`config.mk`:
```
export PLATFORM = sky130hd
export DESIGN_NAME = ssi_position_tx
export DESIGN_NICKNAME = d
export VERILOG_FILES = /design/src/rtl/ssi_tx_pkg.sv /design/src/rtl/ssi_tx_datapath.sv /design/src/rtl/ssi_tx_ctrl.sv /design/src/rtl/ssi_position_tx.sv
export SDC_FILE = /design/constraint.sdc
export NUM_CORES = 1
export LEC_CHECK = 0
export BUFFER_PORTS_ARGS = -buffer_cell sky130_fd_sc_hd__buf_2
export CORE_ASPECT_RATIO = 0.6
export CORE_MARGIN = 2
export CORE_UTILIZATION = 58
export CTS_CLUSTER_DIAMETER = 30
export DETAILED_ROUTE_END_ITERATION = 6
export PLACE_DENSITY = 0.79
export SLEW_MARGIN = 5
export SYNTH_ARGS = -nofsm -noshare
export SYNTH_HDL_FRONTEND = slang
export SYNTH_SLANG_ARGS = --single-unit
```
`constraint.sdc`:
```
create_clock -name clk -period 2 [get_ports clk]
set_clock_uncertainty 0.15 [all_clocks]
set_input_delay 0.1 -clock clk [delete_from_list [all_inputs] [get_ports clk]]
set_output_delay 0.1 -clock clk [all_outputs]
set_load 0.01 [all_outputs]
```
`src/rtl/ssi_tx_pkg.sv`:
```
package ssi_tx_pkg;

  typedef enum logic [1:0] {
    ST_IDLE  = 2'd0,
    ST_SHIFT = 2'd1,
    ST_TAIL  = 2'd2
  } txState_t;

  typedef struct packed {
    logic load;      // capture a new frame
    logic shiftOut;  // put next frame bit on the line
    logic lineLow;   // force the line low
    logic lineHigh;  // release the line high
    logic tmrClr;    // restart the monoflop timer
  } txStrobe_t;

endpackage

```
`src/rtl/ssi_tx_datapath.sv`:
```
module ssi_tx_datapath
  import ssi_tx_pkg::*;
#(
  parameter int POS_W     = 24,
  parameter int NULL_BITS = 1,
  parameter int TM_CYCLES = 4000,
  parameter int MIN_HALF  = 10
) (
  input  logic             clk,
  input  logic             rstN,
  input  logic             ssiClk,
  input  logic [POS_W-1:0] posWord,
  input  logic             errBit,
  input  txStrobe_t        strobe,
  output logic             rise,
  output logic             fall,
  output logic             lastBit,
  output logic             tmrDone,
  output logic             gapShort,
  output logic             ssiData
);

  localparam int SYNC_STAGES = 2;
  localparam int FRAME_W     = 1 + NULL_BITS + POS_W;
  localparam int CNT_W       = $clog2(FRAME_W + 1);
  localparam int TMR_W       = $clog2(TM_CYCLES);
  localparam int GAP_W       = $clog2(MIN_HALF + 1);

  // Synchronizer and edge detector; reset to the idle (high) level
  logic [SYNC_STAGES-1:0] syncQ;
  logic                   prevQ;

  always_ff @(posedge clk or negedge rstN) begin
    if (!rstN) begin
      syncQ <= '1;
      prevQ <= 1'b1;
    end else begin
      syncQ <= {syncQ[SYNC_STAGES-2:0], ssiClk};
      prevQ <= syncQ[SYNC_STAGES-1];
    end
  end

  assign rise = syncQ[SYNC_STAGES-1] & ~prevQ;
  assign fall = ~syncQ[SYNC_STAGES-1] & prevQ;

  // Frame shift register and bit counter
  logic [FRAME_W-1:0] shReg;
  logic [CNT_W-1:0]   bitCnt;
  logic [FRAME_W-1:0] frameWord;

  assign frameWord = {errBit, {NULL_BITS{1'b0}}, posWord};

  always_ff @(posedge clk or negedge rstN) begin
    if (!rstN) begin
      shReg  <= '0;
      bitCnt <= '0;
    end else if (strobe.load) begin
      shReg  <= frameWord;
      bitCnt <= '0;
    end else if (strobe.shiftOut) begin
      shReg  <= {shReg[FRAME_W-2:0], 1'b0};
      bitCnt <= bitCnt + 1'b1;
    end
  end

  assign lastBit = (bitCnt == CNT_W'(FRAME_W));

  // Monoflop timer
  logic [TMR_W-1:0] tmr;

  always_ff @(posedge clk or negedge rstN) begin
    if (!rstN)              tmr <= '0;
    else if (strobe.tmrClr) tmr <= '0;
    else                    tmr <= tmr + 1'b1;
  end

  assign tmrDone = (tmr == TMR_W'(TM_CYCLES - 1));

  // Edge spacing counter (saturates at MIN_HALF)
  logic [GAP_W-1:0] gap;

  always_ff @(posedge clk or negedge rstN) begin
    if (!rstN)                          gap <= GAP_W'(MIN_HALF);
    else if (rise || fall)              gap <= '0;
    else if (gap < GAP_W'(MIN_HALF))    gap <= gap + 1'b1;
  end

  assign gapShort = (gap < GAP_W'(MIN_HALF - 1));

  // Line driver register
  always_ff @(posedge clk or negedge rstN) begin
    if (!rstN)                 ssiData <= 1'b1;
    else if (strobe.lineHigh)  ssiData <= 1'b1;
    else if (strobe.lineLow)   ssiData <= 1'b0;
    else if (strobe.shiftOut)  ssiData <= shReg[FRAME_W-1];
  end

  // the line changes only on a strobe from control
  a_r3_line_only_on_strobe: assert property (@(posedge clk) disable iff (!rstN)
    !(strobe.lineHigh || strobe.lineLow || strobe.shiftOut) |=> $stable(ssiData));

endmodule

```
`src/rtl/ssi_tx_ctrl.sv`:
```
module ssi_tx_ctrl
  import ssi_tx_pkg::*;
(
  input  logic      clk,
  input  logic      rstN,
  input  logic      rise,
  input  logic      fall,
  input  logic      lastBit,
  input  logic      tmrDone,
  input  logic      gapShort,
  input  logic      errEvent,
  output txStrobe_t strobe,
  output txState_t  state,
  output logic      errBit,
  output logic      tooFast
);

  txState_t nxtState;
  logic     setFast;
  logic     errFlag;

  always_comb begin
    strobe   = '0;
    nxtState = state;
    unique case (state)
      ST_IDLE: begin
        strobe.tmrClr = 1'b1;
        if (fall) begin
          strobe.load = 1'b1;
          nxtState    = ST_SHIFT;
        end
      end
      ST_SHIFT: begin
        if (rise) begin
          strobe.tmrClr = 1'b1;
          if (lastBit) begin
            strobe.lineLow = 1'b1;
            nxtState       = ST_TAIL;
          end else begin
            strobe.shiftOut = 1'b1;
          end
        end else if (fall) begin
          strobe.tmrClr = 1'b1;
        end else if (tmrDone) begin
          strobe.tmrClr  = 1'b1;
          strobe.lineLow = 1'b1;
          nxtState       = ST_TAIL;
        end
      end
      ST_TAIL: begin
        if (fall) begin
          strobe.tmrClr = 1'b1;
        end else if (tmrDone) begin
          strobe.tmrClr   = 1'b1;
          strobe.lineHigh = 1'b1;
          nxtState        = ST_IDLE;
        end
      end
      default: nxtState = ST_IDLE;
    endcase
  end

  assign setFast = (rise || fall) && gapShort && (state != ST_IDLE);

  always_ff @(posedge clk or negedge rstN) begin
    if (!rstN) begin
      state   <= ST_IDLE;
      tooFast <= 1'b0;
      errFlag <= 1'b0;
    end else begin
      state <= nxtState;
      if (setFast)                            tooFast <= 1'b1;
      else if (strobe.lineHigh || strobe.load) tooFast <= 1'b0;
      errFlag <= errEvent | tooFast | (errFlag & ~strobe.load);
    end
  end

  assign errBit = errFlag;

  // the too-fast flag never rises while idle
  a_r8_fast_needs_burst: assert property (@(posedge clk) disable iff (!rstN)
    $rose(tooFast) |-> $past(state) != ST_IDLE);

  // an active error cause keeps the pending status set
  a_r9_error_sticky: assert property (@(posedge clk) disable iff (!rstN)
    errEvent |=> errFlag);

endmodule

```
`src/rtl/ssi_position_tx.sv`:
```
module ssi_position_tx
  import ssi_tx_pkg::*;
#(
  parameter int POS_W     = 24,
  parameter int NULL_BITS = 1,
  parameter int TM_CYCLES = 4000,
  parameter int MIN_HALF  = 10
) (
  input  logic             clk,
  input  logic             rstN,
  input  logic             ssiClk,
  input  logic [POS_W-1:0] posWord,
  input  logic             errEvent,
  output logic             ssiData,
  output logic             clkTooFast
);

  txStrobe_t strobe;
  txState_t  state;
  logic      rise, fall, lastBit, tmrDone, gapShort, errBit;

  ssi_tx_datapath #(
    .POS_W     (POS_W),
    .NULL_BITS (NULL_BITS),
    .TM_CYCLES (TM_CYCLES),
    .MIN_HALF  (MIN_HALF)
  ) u_datapath (
    .clk      (clk),
    .rstN     (rstN),
    .ssiClk   (ssiClk),
    .posWord  (posWord),
    .errBit   (errBit),
    .strobe   (strobe),
    .rise     (rise),
    .fall     (fall),
    .lastBit  (lastBit),
    .tmrDone  (tmrDone),
    .gapShort (gapShort),
    .ssiData  (ssiData)
  );

  ssi_tx_ctrl u_ctrl (
    .clk      (clk),
    .rstN     (rstN),
    .rise     (rise),
    .fall     (fall),
    .lastBit  (lastBit),
    .tmrDone  (tmrDone),
    .gapShort (gapShort),
    .errEvent (errEvent),
    .strobe   (strobe),
    .state    (state),
    .errBit   (errBit),
    .tooFast  (clkTooFast)
  );

  // idle line is high
  a_r2_idle_high: assert property (@(posedge clk) disable iff (!rstN)
    state == ST_IDLE |-> ssiData);

  // low phase drives the line low
  a_r5_tail_low: assert property (@(posedge clk) disable iff (!rstN)
    state == ST_TAIL |-> !ssiData);

  // a bit holds between rising edges unless the timer expires
  a_r3_hold_bit: assert property (@(posedge clk) disable iff (!rstN)
    (state == ST_SHIFT && !rise && !tmrDone) |=> $stable(ssiData));

  // a falling edge in the low phase keeps the frame from ending
  a_r7_fall_retriggers: assert property (@(posedge clk) disable iff (!rstN)
    (state == ST_TAIL && fall) |=> state == ST_TAIL);

endmodule

```
# [Word-level counts from Yosys, hierarchy flattened]
# Cells that the tools add are included.
[word_totals] ff_bits=55 input_bits=28
[op_classes] n_reduce_logical=11 add_sub_neg=3 bitwise_logic=8 n_lt_le_gt_ge=2 n_eq_ne=10 mux=36
[ops] cell="26-bit two-way mux" count=2
[ops] cell="1-bit two-way mux" count=18
[ops] cell="2-bit two-way mux" count=9
[ops] cell="12-bit by 1-bit adder with 12-bit output (second input constant)" count=1
[ops] cell="12-bit equality test (second input constant)" count=1
[ops] cell="12-bit two-way mux" count=1
[ops] cell="5-bit two-way mux" count=2
[ops] cell="3-bit inequality test (second input constant)" count=3
[ops] cell="4-bit less-than comparator (second input constant)" count=2
[ops] cell="4-bit two-way mux" count=2
[ops] cell="2-bit nonzero test" count=4
[ops] cell="2-bit inequality test (second input constant)" count=3
[ops] cell="2-bit one-hot mux with 3 select lines" count=1
[ops] cell="6-bit AND reduction" count=1
[ops] cell="5-bit by 1-bit adder with 5-bit output (second input constant)" count=1
[ops] cell="5-bit equality test (second input constant)" count=1
[ops] cell="4-bit by 1-bit adder with 4-bit output (second input constant)" count=1
[ops] cell="1-bit AND" count=3
[ops] cell="1-bit NOT" count=3
[ops] cell="1-bit one-hot mux with 3 select lines" count=1
[ops] cell="3-bit nonzero test" count=1
[ops] cell="2-bit by 1-bit equality test with 1-bit output (second input constant)" count=1
[ops] cell="2-bit equality test (second input constant)" count=1
[ops] cell="1-bit logical AND" count=2
[ops] cell="3 further kinds" count=5

# [Depth between registers and ports, before layout]
[depth] depth_word=8 depth_mapped=8 ltp_nobuf=6

# [By module]
# Synthesis repeated with hierarchy kept, for this count alone.
[unflattened] hier_cells=254 hier_area_um2=2605.0
[modules_own_cells] mod="ssi_tx_datapath" area_per_inst_um2=2356.0 instances=1 cells_each=226
[modules_own_cells] mod="ssi_tx_ctrl" area_per_inst_um2=249.0 instances=1 cells_each=28

# [Worst setup path before layout]
# No wires, ideal clock.
[synth_path] path_kind="register -> register" startpoint="reg u_datapath.syncQ[1]" endpoint="reg u_datapath.shReg[19]" setup_ns=0.132 arrival_time_ns=1.547 required_time_ns=1.718 path_slack_ns=0.171 path_stages_with_launch=8 path_cell_list="dfstp_2 -> ha_1 -> inv_1 -> nor3_4 -> buf_6 -> buf_12 -> mux2i_1 -> o21ai_1"
[synth_between] elab_chain_cells=5
[synth_lines] element="start, declared" line="ssi_tx_datapath.sv:30" source="logic [SYNC_STAGES-1:0] syncQ;"
[synth_lines] element="start signal, assigned" line="ssi_tx_datapath.sv:38" source="syncQ <= {syncQ[SYNC_STAGES-2:0], ssiClk};"
[synth_lines] element="1-bit NOT" line="ssi_tx_datapath.sv:44" source="assign fall = ~syncQ[SYNC_STAGES-1] & prevQ;"
[synth_lines] element="1-bit AND" line="ssi_tx_datapath.sv:44"
[synth_lines] element="1-bit two-way mux" line="ssi_tx_ctrl.sv:28" source="if (fall) begin"
[synth_lines] element="1-bit two-way mux" line="ssi_tx_ctrl.sv:25" source="unique case (state)"
[synth_lines] element="26-bit two-way mux / 2-bit nonzero test (equally long branches)"
[synth_lines] element="end signal, assigned" line="ssi_tx_datapath.sv:58" source="shReg <= frameWord;"
[synth_lines] element="end signal, assigned" line="ssi_tx_datapath.sv:61" source="shReg <= {shReg[FRAME_W-2:0], 1'b0};"
[synth_lines] element="end, declared" line="ssi_tx_datapath.sv:47" source="logic [FRAME_W-1:0] shReg;"
# Several ways; a longest one is shown, not always the timed one.
# A chain may end at the register's enable or synchronous reset.

# [Worst setup path in the final report]
[layout_path] startpoint="reg u_datapath.syncQ[1]" endpoint="reg u_datapath.shReg[12]"
# Same word-level chain as after synthesis.

==> impl_metrics.toml <==
[timing]
fin_crit_ns = 1.94
hold-worst-slack_ns = 0.110
fin_tns_setup_ns = 0
setup_viol = 0
maxSlewViolCount = 0
fmax_mhz = 514
hold_viol = 0
max_slew.worst_pin.slew_ns = 0.418
fin_crit_sh_pct = 97.2
fin_ws_ns = 0.0554
maxSlewHeadroom_pct = 72.2

[logic_synthesis]
yosysSeqAreaShare_pct = 52.0
ys_warn_count = 0
syn_area_sq_um = 2660
synthArstFlopShare_pct = 100
ys_ff_latch = 55
syn_nets = 291
ys.flop_type = "dfrtp_1"
synth.distinct_cells = 36
synth_edf_count = 0
syn_avg_cell_area_sq_um = 10.4
syn_inst = 256

[power_and_ir_drop]
power.density_nw_per_um2 = 914
p_comb_share_pct = 22.7
seq_power_share_pct = 53.7
p_int_mw = 2.17
switching_share_pct = 29.1
p_clk_share_pct = 23.6
ir_drop_mv = 0.427
p_leak_nw = 1.44
switching_power_uw = 891

[drt]
wl_um = 5300
drt-vias-per-instance = 5.30
ant_nets = 0
drt_iter0_markers = 117
drt-pass1-iter-count = 7
drc_errors = 0
vias = 2028
routedWlPerCell_um = 13.8

[setup_path]
path_delay_family = "flip-flops"
endpoint_kind = "register"
startpoint_type = "register"
worstPathRequired_ns = 2.05
cpPeakStageDelay_ns = 0.55
crit_chain = "ha_1 -> inv_1 -> nor3_4 -> buf_12 -> clkbuf_16 -> mux2i_1 -> o21ai_1"
path_max_fanout = 14
crit_buf_inv = 3
worstSetupPathType = "register to register"
worstRegToRegCells = 7
slowest_stage = "dfstp_2"
cp.depth = 7
cp.arrival_ns = 2.00

[finish]
finalNetCount = 354
n_fill_cell = 283
syn2layout_area_growth_pct = 25.7
drive_gt1_share_pct = 18.4
post-route-cell-area_sq_um = 3340
diodes = 0
final_cells = 383

[outcome]
status = "complete, no violations"

[floorplan]
dieArea_sq_um = 5160
die_h_um = 56.4
die_w_um = 91.4
core_sq_um = 4490
start_util_pct = 59.2
fp-row-count = 19
io_pins = 30

[placed_design]
dpl_cell_area_sq_um = 2890
place_congestion = 0.820
dp_hpwl_um = 3190
dpl_worst_slack_ns = 0.0985
dp_cells = 345
io_buffer_count = 29

[global_route]
track_usage_pct = 21.4
grt_pass1_vias = 1915
grt_overflow = 0
antenna_found_initial = 0
grt_pass1_wl_um = 8670
grt_max_degree = 49

[min_path]
hold_path_class = "input port to asynchronous set/reset pin"

[clock_network]
clk_latency_ns = 0.31
cts_buffer_depth = 2
cts_made_buffers = 5
cts_root_buffer = "clkbuf_8"
htree_levels = 2
cts_tree = "yes"
cts.sinks = 55
clk_pin_slew_ns = 0.10

[run]
cap_violations = 0
## layout by cell type, fill, tap and decap left out, drive strengths merged
cell / Yosys / routed
dfrtp: 49 / 49
buf: 6 / 38
nand2: 36 / 36
o21ai: 31 / 31
dlygate4sd3: 0 / 27
mux2i: 26 / 26
nor2: 24 / 24
xnor2: 11 / 11
inv: 10 / 10
clkbuf: 5 / 8
ha: 7 / 7
nand3: 6 / 6
dfstp: 6 / 6
a21oi: 4 / 4
xor2: 4 / 4
a31oi: 4 / 4
nor3: 4 / 4
nand4: 3 / 3
nand2b: 3 / 3
and2: 3 / 3
nor4: 3 / 3
nor2b: 2 / 2
and3b: 2 / 2
nand4b: 1 / 1
o31a: 1 / 1
a211o: 1 / 1
and4b: 1 / 1
o22ai: 1 / 1
a222oi: 1 / 1
a21boi: 1 / 1
clkinvlp: 0 / 1
bufinv: 0 / 1
## worst paths after layout
kind	start	end	slack (ns)
max	u_datapath.syncQ[1]	u_datapath.shReg[12]	0.06
min	rstN	u_datapath.shReg[5]	0.11
max reg2reg	u_datapath.syncQ[1]	u_datapath.shReg[12]	0.06
min reg2reg	u_datapath.syncQ[0]	u_datapath.syncQ[1]	0.21
max in group asynchronous	rstN	u_datapath.tmr[1]	0.94
min in group clk	u_datapath.syncQ[0]	u_datapath.syncQ[1]	0.21
## state kept, by name (all words and copies together), names as in the netlist
signal              cells
u_ctrl.errBit           1
u_datapath.syncQ        2
u_datapath.ssiData      1
u_ctrl.state            2
u_datapath.shReg       26
u_datapath.bitCnt       5
u_datapath.gap          4
u_datapath.prevQ        1
u_datapath.tmr         12
u_ctrl.tooFast          1
## synth_stat cells (2+ instances only)
master | instances | area [sq um]
and3b_1 | 2 | 17.5
dfrtp_1 | 49 | 1230
nor3_1 | 2 | 10.0
and2_1 | 3 | 18.8
nor3_4 | 2 | 32.5
ha_1 | 7 | 87.6
nor2b_1 | 2 | 12.5
dfstp_2 | 6 | 158
o21ai_0 | 5 | 25.0
xor2_1 | 4 | 35.0
nor2_1 | 24 | 90.1
buf_2 | 2 | 10.0
nand2b_1 | 3 | 18.8
mux2i_1 | 26 | 260
nand2_1 | 36 | 135
o21ai_1 | 26 | 130
inv_1 | 9 | 33.8
nor4_1 | 2 | 12.5
a31oi_1 | 4 | 25.0
buf_4 | 2 | 15.0
xnor2_1 | 11 | 96.3
a21oi_1 | 4 | 20.0
clkbuf_1 | 5 | 18.8
nand3_1 | 6 | 30.0
nand4_1 | 3 | 18.8
## final cells by class
| class | instances | area (sq um) | share of cell area, % |
|---|---|---|---|
| flip-flops and latches | 55 | 1380 | 41.4 |
| repair buffers | 67 | 571 | 17.1 |
| well taps | 63 | 78.8 | 2.36 |
| clock buffers | 6 | 72.6 | 2.17 |
| clock inverters | 2 | 37.5 | 1.12 |
| inverters | 10 | 37.5 | 1.12 |
| multi-input cells | 180 | 1160 | 34.8 |
## power groups by stage
stage / registers [mW] / logic (mW) / clock network (mW)
final: 1.64 / 0.694 / 0.721
after global routing: 1.68 / 0.798 / 0.801
after CTS: 1.63 / 0.666 / 0.743
after detailed placement: 1.65 / 0.627 / 0
after global placement: 1.64 / 0.590 / 0
after floorplan: 1.60 / 0.471 / 0
## metrics by stage
step / power [mW] / utilization [%]
6_report: 3.06 / 74.4
5_1_grt: 3.28 / 74.4
3_3_place_gp: 2.23 / 64.4
3_5_place_dp: 2.28 / 64.4
4_1_cts: 3.04 / 72.8
2_1_floorplan: 2.07 / -
## routing by layer
layer	wire length (um)	share of wire (%)	vias to the layer above	GRT usage, %
li1	-	-	1004	-
met1	2610	49	976	31.1
met2	2470	47	46	33.1
met3	203	3.8	2	4.70
met4	19	0.36	0	5.19
met5	0	0	-	0
## cells by family after synthesis
family | Yosys count | synth area share (%)
compound gates | 44 | 9.13
xor+xnor | 15 | 4.94
fa+ha+maj | 7 | 3.29
buf+inv | 21 | 4.23
flops | 55 | 52.0
mux | 26 | 9.79
simple gates | 88 | 16.6
## what timing repair did
action                     CTS  global route
setup buffers                0             1
hold endpoints to repair    65             0
gates resized for setup      0             0
setup endpoints to repair    0             7
hold buffers                27             0
Power figures use the tool's default switching activity.
